==> src/rtl/itp_pkg.sv <==
package itp_pkg;

    typedef enum logic {
        REV_LEGACY  = 1'b0,
        REV_GENERIC = 1'b1
    } itp_rev_e;

    typedef enum logic [2:0] {
        SEL_EN_SET   = 3'd0,
        SEL_EN_CLR   = 3'd1,
        SEL_PEND_SET = 3'd2,
        SEL_PEND_CLR = 3'd3,
        SEL_CFG      = 3'd4
    } itp_sel_e;

    typedef struct packed {
        logic pend;
        logic en;
        logic edge_trig;
        logic model;
    } itp_src_t;

endpackage

==> src/rtl/itp_line_sync.sv <==
module itp_line_sync #(
    parameter int NUM_SRC = 32
) (
    input  logic               clk_i,
    input  logic               rst_ni,
    input  logic [NUM_SRC-1:0] line_i,
    output logic [NUM_SRC-1:0] level_o,
    output logic [NUM_SRC-1:0] rise_o
);

    typedef struct packed {
        logic [NUM_SRC-1:0] s1;
        logic [NUM_SRC-1:0] s2;
        logic [NUM_SRC-1:0] lvl;
    } sync_t;

    sync_t sync_d, sync_q;

    always_comb begin
        sync_d     = sync_q;
        sync_d.s1  = line_i;
        sync_d.s2  = sync_q.s1;
        sync_d.lvl = sync_q.s2;
    end

    always_ff @(posedge clk_i or negedge rst_ni) begin
        if (!rst_ni) sync_q <= '0;
        else         sync_q <= sync_d;
    end

    assign level_o = sync_q.lvl;
    assign rise_o  = sync_q.s2 & ~sync_q.lvl;

    // a quiet synchronised line leaves the recorded level unchanged
    p_quiet_line_r1: assert property (@(posedge clk_i) disable iff (!rst_ni)
        (sync_q.s2 == sync_q.lvl) |=> $stable(sync_q.lvl));

    // a source never sees two rises on consecutive cycles
    p_single_rise_r1: assert property (@(posedge clk_i) disable iff (!rst_ni)
        (|rise_o) |=> ((rise_o & $past(rise_o)) == '0));

endmodule

==> src/rtl/itp_wr_decode.sv <==
module itp_wr_decode #(
    parameter int NUM_SRC = 32,
    localparam int IDX_W  = $clog2(NUM_SRC / 4)
) (
    input  logic               wr_en_i,
    input  logic [2:0]         wr_sel_i,
    input  logic [IDX_W-1:0]   wr_idx_i,
    input  logic [7:0]         wr_data_i,
    output logic [NUM_SRC-1:0] set_en_o,
    output logic [NUM_SRC-1:0] clr_en_o,
    output logic [NUM_SRC-1:0] set_pend_o,
    output logic [NUM_SRC-1:0] clr_pend_o,
    output logic [NUM_SRC-1:0] cfg_we_o,
    output logic [NUM_SRC-1:0] cfg_edge_o,
    output logic [NUM_SRC-1:0] cfg_model_o
);
    import itp_pkg::*;

    logic [NUM_SRC-1:0] bit_hit;
    logic [NUM_SRC-1:0] cfg_hit;
    itp_sel_e           sel;

    assign sel = itp_sel_e'(wr_sel_i);

    always_comb begin
        for (int i = 0; i < NUM_SRC; i++) begin
            bit_hit[i]     = (wr_idx_i == IDX_W'(i / 8)) && wr_data_i[i % 8];
            cfg_hit[i]     = (wr_idx_i == IDX_W'(i / 4));
            cfg_edge_o[i]  = wr_data_i[2 * (i % 4) + 1];
            cfg_model_o[i] = wr_data_i[2 * (i % 4)];
        end
    end

    assign set_en_o   = (wr_en_i && sel == SEL_EN_SET)   ? bit_hit : '0;
    assign clr_en_o   = (wr_en_i && sel == SEL_EN_CLR)   ? bit_hit : '0;
    assign set_pend_o = (wr_en_i && sel == SEL_PEND_SET) ? bit_hit : '0;
    assign clr_pend_o = (wr_en_i && sel == SEL_PEND_CLR) ? bit_hit : '0;
    assign cfg_we_o   = (wr_en_i && sel == SEL_CFG)      ? cfg_hit : '0;

endmodule

==> src/rtl/itp_src_cell.sv <==
module itp_src_cell
    import itp_pkg::*;
#(
    parameter itp_rev_e REV = REV_LEGACY
) (
    input  logic clk_i,
    input  logic rst_ni,
    input  logic rise_i,
    input  logic lvl_i,
    input  logic set_en_i,
    input  logic clr_en_i,
    input  logic set_pend_i,
    input  logic clr_pend_i,
    input  logic cfg_we_i,
    input  logic cfg_edge_i,
    input  logic cfg_model_i,
    input  logic ack_i,
    input  logic eoi_i,
    output logic pend_o,
    output logic en_o,
    output logic edge_o,
    output logic model_o
);

    localparam logic IS_LEGACY = (REV == REV_LEGACY);

    itp_src_t st_d, st_q;
    logic     pend_set;
    logic     pend_clr;

    always_comb begin
        st_d = st_q;
        if (cfg_we_i) begin
            st_d.edge_trig = cfg_edge_i;
            st_d.model     = cfg_model_i;
        end
        if (set_en_i)      st_d.en = 1'b1;
        else if (clr_en_i) st_d.en = 1'b0;

        pend_set = set_pend_i
                 | (rise_i & (st_q.edge_trig | (IS_LEGACY & st_q.en)))
                 | (set_en_i & ~st_q.edge_trig & lvl_i)
                 | (IS_LEGACY & eoi_i & ~st_q.edge_trig & st_q.en & lvl_i);
        pend_clr = ack_i | clr_pend_i;

        if (pend_clr)      st_d.pend = 1'b0;
        else if (pend_set) st_d.pend = 1'b1;
    end

    always_ff @(posedge clk_i or negedge rst_ni) begin
        if (!rst_ni) st_q <= '0;
        else         st_q <= st_d;
    end

    assign pend_o  = st_q.pend | (~IS_LEGACY & ~st_q.edge_trig & lvl_i);
    assign en_o    = st_q.en;
    assign edge_o  = st_q.edge_trig;
    assign model_o = st_q.model;

    p_ack_clears_r5: assert property (@(posedge clk_i) disable iff (!rst_ni)
        ack_i |=> !st_q.pend);

    p_clear_wins_r9: assert property (@(posedge clk_i) disable iff (!rst_ni)
        clr_pend_i |=> !st_q.pend);

    p_edge_rise_r2: assert property (@(posedge clk_i) disable iff (!rst_ni)
        (rise_i && st_q.edge_trig && !ack_i && !clr_pend_i) |=> st_q.pend);

    p_legacy_gate_r3: assert property (@(posedge clk_i) disable iff (!rst_ni)
        (IS_LEGACY && rise_i && !st_q.edge_trig && !st_q.en && !st_q.pend
         && !set_pend_i && !set_en_i) |=> !st_q.pend);

    p_eoi_repend_r6: assert property (@(posedge clk_i) disable iff (!rst_ni)
        (IS_LEGACY && eoi_i && st_q.en && !st_q.edge_trig && lvl_i
         && !ack_i && !clr_pend_i) |=> st_q.pend);

    p_set_enable_r7: assert property (@(posedge clk_i) disable iff (!rst_ni)
        set_en_i |=> st_q.en);

endmodule

==> src/rtl/itp_pending_tracker.sv <==
module itp_pending_tracker
    import itp_pkg::*;
#(
    parameter int       NUM_SRC = 32,
    parameter itp_rev_e REV     = REV_LEGACY,
    localparam int      ID_W    = $clog2(NUM_SRC),
    localparam int      IDX_W   = $clog2(NUM_SRC / 4)
) (
    input  logic               clk_i,
    input  logic               rst_ni,
    input  logic [NUM_SRC-1:0] line_i,
    input  logic               wr_en_i,
    input  logic [2:0]         wr_sel_i,
    input  logic [IDX_W-1:0]   wr_idx_i,
    input  logic [7:0]         wr_data_i,
    input  logic               ack_valid_i,
    input  logic [ID_W-1:0]    ack_id_i,
    input  logic               eoi_valid_i,
    input  logic [ID_W-1:0]    eoi_id_i,
    output logic [NUM_SRC-1:0] pend_o,
    output logic [NUM_SRC-1:0] enable_o,
    output logic [NUM_SRC-1:0] edge_cfg_o,
    output logic [NUM_SRC-1:0] model_cfg_o
);

    logic [NUM_SRC-1:0] level;
    logic [NUM_SRC-1:0] rise;
    logic [NUM_SRC-1:0] set_en;
    logic [NUM_SRC-1:0] clr_en;
    logic [NUM_SRC-1:0] set_pend;
    logic [NUM_SRC-1:0] clr_pend;
    logic [NUM_SRC-1:0] cfg_we;
    logic [NUM_SRC-1:0] cfg_edge;
    logic [NUM_SRC-1:0] cfg_model;

    itp_line_sync #(.NUM_SRC(NUM_SRC)) sync_i (
        .clk_i   (clk_i),
        .rst_ni  (rst_ni),
        .line_i  (line_i),
        .level_o (level),
        .rise_o  (rise)
    );

    itp_wr_decode #(.NUM_SRC(NUM_SRC)) dec_i (
        .wr_en_i     (wr_en_i),
        .wr_sel_i    (wr_sel_i),
        .wr_idx_i    (wr_idx_i),
        .wr_data_i   (wr_data_i),
        .set_en_o    (set_en),
        .clr_en_o    (clr_en),
        .set_pend_o  (set_pend),
        .clr_pend_o  (clr_pend),
        .cfg_we_o    (cfg_we),
        .cfg_edge_o  (cfg_edge),
        .cfg_model_o (cfg_model)
    );

    for (genvar g = 0; g < NUM_SRC; g++) begin : g_src
        itp_src_cell #(.REV(REV)) cell_i (
            .clk_i       (clk_i),
            .rst_ni      (rst_ni),
            .rise_i      (rise[g]),
            .lvl_i       (level[g]),
            .set_en_i    (set_en[g]),
            .clr_en_i    (clr_en[g]),
            .set_pend_i  (set_pend[g]),
            .clr_pend_i  (clr_pend[g]),
            .cfg_we_i    (cfg_we[g]),
            .cfg_edge_i  (cfg_edge[g]),
            .cfg_model_i (cfg_model[g]),
            .ack_i       (ack_valid_i && (ack_id_i == ID_W'(g))),
            .eoi_i       (eoi_valid_i && (eoi_id_i == ID_W'(g))),
            .pend_o      (pend_o[g]),
            .en_o        (enable_o[g]),
            .edge_o      (edge_cfg_o[g]),
            .model_o     (model_cfg_o[g])
        );
    end

    // one write touches at most one target kind
    p_one_target_r10: assert property (@(posedge clk_i) disable iff (!rst_ni)
        wr_en_i |-> ($countones({|set_en, |clr_en, |set_pend, |clr_pend, |cfg_we}) <= 1));

    // state is cleared on the first cycle out of reset
    p_reset_clear_r11: assert property (@(posedge clk_i)
        $rose(rst_ni) |-> (enable_o == '0 && edge_cfg_o == '0));

endmodule

==> config.mk <==
export PLATFORM = sky130hd
export DESIGN_NAME = itp_pending_tracker
export DESIGN_NICKNAME = d
export VERILOG_FILES = /design/src/rtl/itp_pkg.sv /design/src/rtl/itp_line_sync.sv /design/src/rtl/itp_wr_decode.sv /design/src/rtl/itp_src_cell.sv /design/src/rtl/itp_pending_tracker.sv
export SDC_FILE = /design/constraint.sdc
export NUM_CORES = 1
export LEC_CHECK = 0
export ABC_AREA = 1
export BUFFER_PORTS_ARGS = -buffer_cell sky130_fd_sc_hd__buf_2
export CORE_AREA = 2 2 124 174
export DETAILED_ROUTE_END_ITERATION = 8
export DIE_AREA = 0 0 126 176
export HOLD_SLACK_MARGIN = 0.08
export PLACE_DENSITY = 0.8
export SETUP_SLACK_MARGIN = 0.1
export SYNTH_ARGS = -nofsm -noshare
export SYNTH_HDL_FRONTEND = slang
export SYNTH_SLANG_ARGS = --single-unit
==> constraint.sdc <==
create_clock -name clk_i -period 1.7 [get_ports clk_i]
set_clock_uncertainty 0.05 [all_clocks]
set_input_delay 0.255 -clock clk_i [delete_from_list [all_inputs] [get_ports clk_i]]
set_output_delay 0.255 -clock clk_i [all_outputs]
set_load 0.01 [all_outputs]
==> results of run 1 <==
==> worst paths after layout <==
path | from | end | slack, ns | cells after the start
setup / recovery | g_src[24].cell_i.edge_o | edge_cfg_o[24] | 0.16 | 1
hold / removal | wr_data_i[2] | g_src[18].cell_i.en_o | 0.10 | 3
setup reg to reg | g_src[24].cell_i.edge_o | g_src[24].cell_i.pend_o | 0.61 | 4
hold reg to reg | sync_i.sync_d[47] | sync_i.sync_d[15] | 0.30 | 0
max in group asynchronous | rst_ni | sync_i.sync_d[14] | 0.74 | 3
min in group asynchronous | rst_ni | g_src[30].cell_i.model_o | 0.21 | 2
==> power by group <==
group	internal [mW]	switching (mW)
sequential	6.02	0.530
clock	2.89	2.11
combinational	1.08	1.44
total	9.99	4.09
==> layout make-up <==
cell class                      count  share of cell area
Sequential cell                   224               0.475
Multi-Input combinational cell    698               0.262
Timing Repair Buffer              261               0.146
Clock buffer                       29              0.0524
Tap cell                          256              0.0272
Inverter                           82              0.0261
Clock inverter                     11              0.0107
Antenna cell                        2            0.000424
==> timing repair <==
action,in CTS,in global routing
endpoints found under the hold margin,246,0
setup endpoints to repair,0,0
hold buffers,38,0
==> metrics by stage <==
step / util / instance area (µm²)
finish: 0.576 / 11800
global route: 0.576 / 11800
CTS: 0.576 / 11800
detailed placement: 0.521 / 10700
global placement: 0.521 / 10700
floorplan: - / 10100
==> placed cells by master (no fill, tap or decap) <==
cell,n
nand2_1,273
dfrtp_1,224
buf_2,187
nor2_1,165
o21ai_0,96
inv_1,81
nand3_1,54
dlygate4sd3_1,38
o21bai_1,32
o22ai_1,32
a21oi_1,32
buf_4,25
clkbuf_16,23
buf_12,10
nand4_1,8
nor2_2,5
clkbuf_1,4
clkinvlp_4,4
diode_2,2
bufinv_16,2
clkinv_2,2
clkbuf_8,2
clkinv_4,2
nor3_4,1
clkinv_1,1
inv_6,1
buf_8,1
==> flip-flops by register name, indices dropped and copies added (netlist names) <==
register              cells
g_src.cell_i.model_o     32
g_src.cell_i.edge_o      32
g_src.cell_i.pend_o      32
sync_i.sync_d            64
sync_i.level_o           32
g_src.cell_i.en_o        32
==> cell families after synthesis <==
| group | after synthesis | share of synthesized area |
|---|---|---|
| AND/OR/NAND/NOR | 506 | 0.199 |
| buffers and inverters | 245 | 0.141 |
| flip-flops | 224 | 0.554 |
| AO/OA/AOI/OAI | 192 | 0.107 |
==> routing by layer <==
metal  GRT usage  up-vias  share of wire
li1            -     3847              -
met1       0.308     3921           0.37
met2       0.410      461           0.47
met3      0.0530      118          0.085
met4       0.169        0          0.072
met5           0        -              0
==> metrics.md, run 1 <==
| Metric | Value |
|---|---|
| Post-Place Cells | `between 1000 and 1500` |
| Slew Viols, Final | `0` |
| Core area | `a little over 20000 µm²` |
| Non-filler cells, final | `between 1500 and 2000` |
| Unrepaired setup endpoints after global routing | `false` |
| Relative slew slack | `0.655` |
| Period Utilization, post-route | `0.907` |
| Drt first-iter violations | `between 800 and 900` |
| CTS tree | `done` |
| Top cells by count, synth | `nand2_1 (273), dfrtp_1 (224), nor2_1 (166)` |
| Max rail drop VDD | `872 µV` |
| RD Place Congestion | `about 0.95` |
| Die height | `~180 µm` |
| Layout cells sized above 1 | `0.203` |
| Syn_area_per_cell | `between 8 and 9 µm²` |
| Site Rows | `62` |
| Max-cap violation count | `0` |
| Cell Area, Synth | `slightly above 10000 µm²` |
| Htree depth | `1` |
| Die area | `about 22000 µm²` |
| ANT nets after route | `0` |
| Synth warn | `0` |
| CP required | `around 1.4 ns` |
| IO Pins | `roughly 190` |
| Most numerous cell in the Yosys netlist | `nand2_1` |
| Setup bufs post-CTS | `0` |
| Leak Pwr | `approximately 6.0 nW` |
| Register Area | `about 5600 µm²` |
| Fmax | `approximately 650 MHz` |
| Clk buf depth | `3` |
| Hold Slack | `0.101 ns` |
| Crit. End Element | `output port` |
| Initial antenna violation count | `2` |
| Crit-path max FO | `4` |
| # clock sinks | `~220` |
| Synth area leader | `dfrtp_1` |
| Layout overhead on the synthesized area | `16.6%` |
| Critical path buffers and inverters | `1` |
| Slowest cell on crit path | `dfrtp_1` |
| Fraction of registers with async set/reset | `1.00` |
| Placement Setup Slack | `between 0.05 and 0.06 ns` |
| Global route total overflow | `0` |
| Post-Syn Nets | `between 1000 and 1500` |
| Drt first pass iters | `6` |
| Clk_lat worst skew | `between 0.5 and 0.6 ns` |
| PostCTS Resize Cnt | `0` |
| Via density | `5.34` |
| Setup CP Type | `reg2out` |
| Slew @ Worst Pin | `between 0.5 and 0.6 ns` |
| Remaining DRCs | `0` |
| Fin nets | `between 1000 and 1500` |
| Post-synth EDFFs | `0` |
| Final wirelength | `between 20000 and 30000 µm` |
| Prevailing post-synth register cell | `dfrtp_1` |
| Status | `finished, final reports clean` |
| Finish-stage setup viols | `0` |
| Fin Setup TNS | `0 ns` |
| Post-synthesis sequential area ratio | `0.554` |
| Crit path DAT | `~1.2 ns` |
| Tot Pwr | `approximately 14 mW` |
| Tot GR Track Use | `0.254` |
| Synth top area share | `0.554` |
| Critical path's top delay family | `flip-flops` |
| Largest stage delay, worst path | `0.52 ns` |
| Port buffer count | `between 150 and 200` |
| Period minus WS final | `between 1.5 and 2 ns` |
| CTS buffer count | `22` |
| Hold/Removal Path Class | `in2reg` |
| FF+latch count, synth | `approximately 220` |
| Final WS setup | `0.158 ns` |
| Fill cell count | `roughly 1800` |
| Vias in the first global route | `8177` |
| Pwr dens | `1190 nW/µm²` |
| Final Hold Vio Count | `0` |
| Largest net degree at the start of global routing | `58` |
| Setup crit start kind | `flip-flop` |
| DR WL/cell | `18.4 µm` |
| First-pass GRT wire length | `44100 µm` |
| Syn Inst Count | `around 1200` |
| Clock slew at reported path FFs | `approximately 0.070 ns` |
| Starting Density | `0.494` |
| CP Cell Sequence | `buf_2` |
| Netlist cell types | `17` |
| Multi-input logic area | `just over 3000 µm²` |
| Root buffer cell | `clkbuf_16` |
| DR vias | `8347` |
| Die Wd | `approximately 130 µm` |
| Final HPWL DP | `20100 µm` |
| Largest cells by area after synthesis | `dfrtp_1 (55%), nand2_1 (10%), buf_4 (9.7%)` |
Power figures use the tool's default switching activity.
==> inputs of run 2 (changes only) <==
--- a/constraint.sdc
+++ b/constraint.sdc
@@ -4,2 +4,2 @@
 set_output_delay 0.255 -clock clk_i [all_outputs]
-set_load 0.01 [all_outputs]
+set_load 0.05 [all_outputs]
==> run 2 against run 1 <==
Worst setup slack got worse by 0.055 ns. Highest routed layer unchanged. Cell count unchanged. Die area unchanged. Global-route usage about the same.
==> metrics.md, run 2 (synthesis gave the netlist of run 1 again) <==
| Metric | Value |
|---|---|
| Root buffer cell | `clkbuf_16 (unchanged)` |
| Layout cells sized above 1 | `0.204 (was 0.203)` |
| Drt first-iter violations | `834 (was 817)` |
| Fin nets | `1350 (unchanged)` |
| R2r startpoint | `g_src[8].cell_i.en_o (was g_src[24].cell_i.edge_o)` |
| Seq pwr share | `0.412 (was 0.465)` |
| Leak Pwr | `5.96 nW (about the same)` |
| CP Cell Sequence | `buf_4 (was buf_2)` |
| Initial antenna violation count | `2 (unchanged)` |
| Die Wd | `126 µm (unchanged)` |
| Setup crit start kind | `flip-flop (unchanged)` |
| Hold/Removal Path Class | `in2reg (unchanged)` |
| Core area | `20500 µm² (unchanged)` |
| Port buffer count | `188 (unchanged)` |
| Number of flip-flops under the largest register name | `64 (unchanged)` |
| Period minus WS final | `1.60 ns (was 1.54 ns)` |
| Critical path buffers and inverters | `1 (unchanged)` |
| DR WL/cell | `18.4 µm (about the same)` |
| CTS buffer count | `22 (unchanged)` |
| Layout overhead on the synthesized area | `16.8% (was 16.6%)` |
| Final HPWL DP | `20100 µm (unchanged)` |
| Critical Path End | `edge_cfg_o[4] (was edge_cfg_o[24])` |
| DR vias | `8296 (was 8347)` |
| Reg-to-reg critical path endpoint | `g_src[8].cell_i.pend_o (was g_src[24].cell_i.pend_o)` |
| Crit path DAT | `1.29 ns (was 1.24 ns)` |
| IO Pins | `189 (unchanged)` |
| Via density | `5.31 (was 5.34)` |
| Max-cap violation count | `0 (unchanged)` |
| CTS tree | `done (unchanged)` |
| Clock slew at reported path FFs | `0.07 ns (about the same)` |
| Slew Viols, Final | `0 (unchanged)` |
| Clk_lat worst skew | `0.52 ns (about the same)` |
| Slew @ Worst Pin | `0.512 ns (was 0.517 ns)` |
| Drt first pass iters | `5 (was 6)` |
| Die height | `176 µm (unchanged)` |
| Starting Density | `0.494 (unchanged)` |
| Power Internal | `10.0 mW (was 9.99 mW)` |
| Setup slack, reg-to-reg | `0.61 ns (about the same)` |
| Largest stage delay, worst path | `0.51 ns (was 0.52 ns)` |
| Pwr dens | `1340 nW/µm² (was 1190 nW/µm²)` |
| Relative slew slack | `0.659 (was 0.655)` |
| Sw Pwr | `5.87 mW (was 4.09 mW)` |
| # clock sinks | `224 (unchanged)` |
| Fin Setup TNS | `0 ns (unchanged)` |
| ANT nets after route | `0 (unchanged)` |
| Tot GR Track Use | `0.255 (was 0.254)` |
| CP required | `1.39 ns (about the same)` |
| Critical path's top delay family | `flip-flops (unchanged)` |
| Global route total overflow | `0 (unchanged)` |
| CP Depth | `1 (unchanged)` |
| Critical Path Start | `g_src[4].cell_i.edge_o (was g_src[24].cell_i.edge_o)` |
| Sw Share | `0.369 (was 0.290)` |
| Slowest cell on crit path | `dfrtp_1 (unchanged)` |
| Most frequent cells in the layout | `nand2_1 (273), dfrtp_1 (223), buf_2 (179), nor2_1 (165), o21ai_0 (96) (was nand2_1 (273), dfrtp_1 (224), buf_2 (187), nor2_1 (165), o21ai_0 (96))` |
| Status | `finished, final reports clean (unchanged)` |
| Die area | `22200 µm² (unchanged)` |
| Htree depth | `1 (unchanged)` |
| Clock Power Share | `0.315 (was 0.356)` |
| Final instance area | `11800 µm² (about the same)` |
| Max rail drop VDD | `921 µV (was 872 µV)` |
| Setup CP Type | `reg2out (unchanged)` |
| First-pass GRT wire length | `44200 µm (was 44100 µm)` |
| Site Rows | `62 (unchanged)` |
| Largest net degree at the start of global routing | `58 (unchanged)` |
| Crit. End Element | `output port (unchanged)` |
| Cell Area, Placed | `10700 µm² (unchanged)` |
| Remaining DRCs | `0 (unchanged)` |
| Finish-stage setup viols | `0 (unchanged)` |
| Combinational fraction of design power | `0.273 (was 0.179)` |
| Final wirelength | `28700 µm (about the same)` |
| Clk buf depth | `3 (unchanged)` |
| RD Place Congestion | `0.947 (unchanged)` |
| Crit-path max FO | `4 (unchanged)` |
| Final Hold Vio Count | `0 (unchanged)` |
| Fmax | `626 MHz (was 649 MHz)` |
| Most common cell after layout, fill and taps aside | `nand2_1 (unchanged)` |
| Period Utilization, post-route | `0.940 (was 0.907)` |
| Vias in the first global route | `8201 (was 8177)` |
| R2r worst-path depth | `6 (was 4)` |
| Hold Slack | `0.104 ns (was 0.101 ns)` |
| Unrepaired setup endpoints after global routing | `false (unchanged)` |
==> run 2: through the flow <==
| stage | std cells | setup WS, ns | power (mW) | utilization |
|---|---|---|---|---|
| 2_1_floorplan | 1167 | 0.324 | 10.4 | - |
| 3_3_place_gp | 1483 | 0.177 | 10.8 | 0.521 |
| 3_5_place_dp | 1483 | 0.0562 | 10.9 | 0.521 |
| 4_1_cts | 1561 | 0.105 | 15.9 | 0.576 |
| 5_1_grt | 1563 | 0.102 | 16.5 | 0.577 |
| 6_report | 1563 | 0.103 | 15.9 | 0.577 |
==> run 2: power by group through the flow <==
stage | Sequential [mW] | Clock [mW] | Combinational, mW
2_1_floorplan | 6.42 | 0 | 3.95
3_3_place_gp | 6.60 | 0 | 4.18
3_5_place_dp | 6.62 | 0 | 4.24
4_1_cts | 6.53 | 5.06 | 4.34
5_1_grt | 6.61 | 5.27 | 4.60
6_report | 6.55 | 5.00 | 4.33
==> run 2: metal layers <==
metal	track usage	share of wire	vias to the layer above	wire, µm
met4	0.169	0.074	0	2120
li1	-	-	3846	-
met5	0	0	-	0
met1	0.308	0.37	3881	10600
met3	0.0533	0.084	125	2410
met2	0.412	0.47	444	13600
==> run 2: worst min path at each step <==
stage / from / endpoint / slack, ns / cells after the start
finish: wr_data_i[5] / g_src[21].cell_i.en_o / 0.10 / 3
global route: wr_data_i[6] / g_src[14].cell_i.en_o / 0.11 / 3
CTS: wr_data_i[2] / g_src[18].cell_i.en_o / 0.08 / 3
detailed placement: rst_ni / g_src[30].cell_i.model_o / 0.18 / 1
global placement: rst_ni / g_src[1].cell_i.model_o / 0.18 / 1
floorplan: rst_ni / g_src[0].cell_i.edge_o / -0.09 / 0
==> run 2: final cells by class <==
class / count / area [µm²]
Fill cell: 1809 / 8660
Sequential cell: 224 / 5610
Clock inverter: 11 / 126
Clock buffer: 29 / 618
Antenna cell: 2 / 5.00
Timing Repair Buffer: 261 / 1740
Inverter: 82 / 308
Multi-Input combinational cell: 698 / 3090
Tap cell: 256 / 320
==> run 2: repair_timing <==
item / in CTS / in global routing
hold endpoints to repair: 246 / 0
setup buffers: 0 / 0
resized for setup: 4 / 5
hold buffers: 38 / 0
endpoints found under the setup margin: 4 / 5
==> inputs of run 3 (changes only) <==
ABC_AREA = not set   (was 1)
==> run 3 against run 2 <==
First-iteration DRC count is 0.84% higher. Sequential power down 0.6%. Count of clock-buffer cells in the layout grew 3. Worst hold slack improved by 0.0079 ns. Area after synthesis grew 0.45%. Combinational power decreased by 2%. Critical path type unchanged. Utilization increased by 2.1 points. Highest routed layer unchanged. Die area is the same.
==> metrics.md, run 3 <==
| Metric | Value |
|---|---|
| Htree depth | `1 (unchanged)` |
| Die area | `22200 µm² (unchanged)` |
| Leak Pwr | `5.66 nW (was 5.96 nW)` |
| Fin Setup TNS | `0 ns (unchanged)` |
| Site Rows | `62 (unchanged)` |
| ANT nets after route | `0 (unchanged)` |
| CP required | `1.39 ns (about the same)` |
| Final Hold Vio Count | `0 (unchanged)` |
| Die Wd | `126 µm (unchanged)` |
| Fin nets | `1046 (was 1350)` |
| Fill cell count | `1670 (was 1809)` |
| Fraction of registers with async set/reset | `1.00 (unchanged)` |
| Clk_lat worst skew | `0.51 ns (was 0.52 ns)` |
| Crit path DAT | `1.26 ns (was 1.29 ns)` |
| FF+latch count, synth | `224 (unchanged)` |
| First-pass GRT wire length | `44800 µm (was 44200 µm)` |
| Slew @ Worst Pin | `0.981 ns (was 0.512 ns)` |
| DR vias | `7575 (was 8296)` |
| Register Area | `5610 µm² (about the same)` |
| Unrepaired setup endpoints after global routing | `false (unchanged)` |
| Syn_area_per_cell | `12.5 µm² (was 8.67 µm²)` |
| Fmax | `639 MHz (was 626 MHz)` |
| Most frequent cells in the layout | `dfrtp_1 (224), buf_2 (187), buf_4 (76), mux2_2 (64), nand2_1 (43) (was nand2_1 (273), dfrtp_1 (223), buf_2 (179), nor2_1 (165), o21ai_0 (96))` |
| CP Cell Sequence | `buf_2 (was buf_4)` |
| Non-filler cells, final | `1263 (was 1563)` |
| Synth area leader | `dfrtp_1 (unchanged)` |
| Hold/Removal Path Class | `in2reg (unchanged)` |
| CTS buffer count | `22 (unchanged)` |
| Vias in the first global route | `7803 (was 8201)` |
| Pwr dens | `1260 nW/µm² (was 1340 nW/µm²)` |
| Number of flip-flops under the largest register name | `64 (unchanged)` |
| Root buffer cell | `clkbuf_16 (unchanged)` |
| Starting Density | `0.496 (was 0.494)` |
| Critical path buffers and inverters | `1 (unchanged)` |
| Initial antenna violation count | `8 (was 2)` |
| Sw Share | `0.361 (was 0.369)` |
| Clock Power Share | `0.302 (was 0.315)` |
| Remaining DRCs | `0 (unchanged)` |
| Layout overhead on the synthesized area | `20.5% (was 16.8%)` |
| Seq pwr share | `0.422 (was 0.412)` |
| Tot GR Track Use | `0.259 (was 0.255)` |
| DR WL/cell | `23.0 µm (was 18.4 µm)` |
| Multi-input logic area | `3420 µm² (was 3090 µm²)` |
| Period minus WS final | `1.56 ns (was 1.60 ns)` |
| # clock sinks | `224 (unchanged)` |
| Drt first-iter violations | `841 (was 834)` |
| Core area | `20500 µm² (unchanged)` |
| Clk buf depth | `3 (unchanged)` |
| CTS tree | `done (unchanged)` |
| Slowest cell on crit path | `dfrtp_1 (unchanged)` |
| Global route total overflow | `0 (unchanged)` |
| Post-synthesis sequential area ratio | `0.552 (was 0.554)` |
| Syn Inst Count | `816 (was 1167)` |
| Crit-path max FO | `4 (unchanged)` |
| Critical path's top delay family | `flip-flops (unchanged)` |
| Hold_buf cts | `34 (was 38)` |
| Die height | `176 µm (unchanged)` |
| Crit. End Element | `output port (unchanged)` |
| Final HPWL DP | `20500 µm (was 20100 µm)` |
| Synth warn | `0 (unchanged)` |
| Final WS setup | `0.136 ns (was 0.103 ns)` |
| Setup bufs post-CTS | `0 (unchanged)` |
| Prevailing post-synth register cell | `dfrtp_1 (unchanged)` |
| Clock slew at reported path FFs | `0.07 ns (about the same)` |
| Largest net degree at the start of global routing | `54 (was 58)` |
| Port buffer count | `188 (unchanged)` |
| Largest cells by area after synthesis | `dfrtp_1 (55%), buf_4 (9.5%), mux2_2 (7.1%) (was dfrtp_1 (55%), nand2_1 (10%), buf_4 (9.7%))` |
| Setup crit start kind | `flip-flop (unchanged)` |
| Post-Syn Nets | `877 (was 1228)` |
| Placement Setup Slack | `-0.189 ns (was 0.0562 ns)` |
| Max-cap violation count | `0 (unchanged)` |
| Netlist cell types | `48 (was 17)` |
| Max rail drop VDD | `820 µV (was 921 µV)` |
| Post-Place Cells | `1183 (was 1483)` |
| Synth top area share | `0.552 (was 0.554)` |
| Most numerous cell in the Yosys netlist | `dfrtp_1 (was nand2_1)` |
| Post-synth EDFFs | `0 (unchanged)` |
| Power Internal | `9.86 mW (was 10.0 mW)` |
| IO Pins | `189 (unchanged)` |
| RD Place Congestion | `0.896 (was 0.947)` |
| Top cells by count, synth | `dfrtp_1 (224), buf_4 (128), mux2_2 (64) (was nand2_1 (273), dfrtp_1 (224), nor2_1 (166))` |
| Most common cell after layout, fill and taps aside | `dfrtp_1 (was nand2_1)` |
| Period Utilization, post-route | `0.920 (was 0.940)` |
| Slew Viols, Final | `0 (unchanged)` |
| Finish-stage setup viols | `0 (unchanged)` |
| Setup CP Type | `reg2out (unchanged)` |
| Status | `finished, final reports clean (unchanged)` |
| Largest stage delay, worst path | `0.45 ns (was 0.51 ns)` |
| Via density | `6.00 (was 5.31)` |
| Cell Area, Synth | `10200 µm² (was 10100 µm²)` |
| Drt first pass iters | `6 (was 5)` |
| Combinational fraction of design power | `0.276 (was 0.273)` |
| PostCTS Resize Cnt | `0 (was 4)` |
| Relative slew slack | `0.341 (was 0.659)` |
| Sw Pwr | `5.57 mW (was 5.87 mW)` |
| Final wirelength | `29100 µm (was 28700 µm)` |
| Layout cells sized above 1 | `0.407 (was 0.204)` |
[run 3: changes by cell type after synthesis, sizes merged, moves of 32 or more]
cell	delta
o22ai	-32
inv	-76
nor3b	+33
nor2	-131
mux2	+64
o21bai	-32
o21ai	-88
nand3	-45
nand2	-230
[run 3: worst min-delay path, stage by stage]
cell and delay [ns]:
buf_2 0.09, buf_4 0.14, mux2_2 0.14
[run 3: cell families after synthesis]
family | Yosys count | synth area share
DFF | 224 | 0.552
buffers and inverters | 174 | 0.117
and+or+nand+nor | 219 | 0.143
muxes | 66 | 0.0729
AOI/OAI and AO/OA | 133 | 0.115
[run 3: area by class of cell]
class | instances | area share
sequential | 224 | 0.458
clock inverter | 5 | 0.00255
inverter | 5 | 0.00153
timing repair buffer | 314 | 0.178
tap | 256 | 0.0262
multi-input combinational | 418 | 0.279
clock buffer | 32 | 0.0530
antenna | 9 | 0.00184
[run 3: final timing paths]
check	startpoint	to	slack [ns]	depth (start not counted)
max in group asynchronous	rst_ni	g_src[22].cell_i.model_o	0.76	3
worst max register to register	g_src[5].cell_i.edge_o	g_src[5].cell_i.pend_o	0.29	4
worst min-delay path	wr_data_i[0]	g_src[0].cell_i.model_o	0.11	3
worst min register to register	sync_i.sync_d[39]	sync_i.sync_d[7]	0.29	0
min in group asynchronous	rst_ni	g_src[2].cell_i.model_o	0.23	2
worst max-delay path	g_src[5].cell_i.edge_o	edge_cfg_o[5]	0.14	1
[run 3: routing by layer]
| metal | track usage | up-vias | wire length, µm |
|---|---|---|---|
| met3 | 0.0458 | 124 | 2210 |
| met2 | 0.432 | 429 | 14300 |
| met4 | 0.152 | 0 | 1940 |
| met5 | 0 | - | 0 |
| met1 | 0.317 | 3769 | 10600 |
| li1 | - | 3253 | - |
[run 3: metrics by stage]
step	hold WS, ns	utilization	power, mW	instance area [µm²]
after floorplan	-0.0906	-	10.3	10200
after global placement	0.160	0.547	10.7	11200
after detailed placement	0.174	0.547	10.8	11200
after CTS	0.108	0.597	15.5	12200
after global routing	0.130	0.598	16.0	12200
final	0.112	0.598	15.4	12200
[run 3: power by group through the flow]
stage / clock network (mW) / registers, mW / logic (mW)
2_1_floorplan: 0 / 6.42 / 3.83
3_3_place_gp: 0 / 6.57 / 4.12
3_5_place_dp: 0 / 6.59 / 4.19
4_1_cts: 4.72 / 6.51 / 4.27
5_1_grt: 4.96 / 6.59 / 4.45
6_report: 4.67 / 6.51 / 4.25
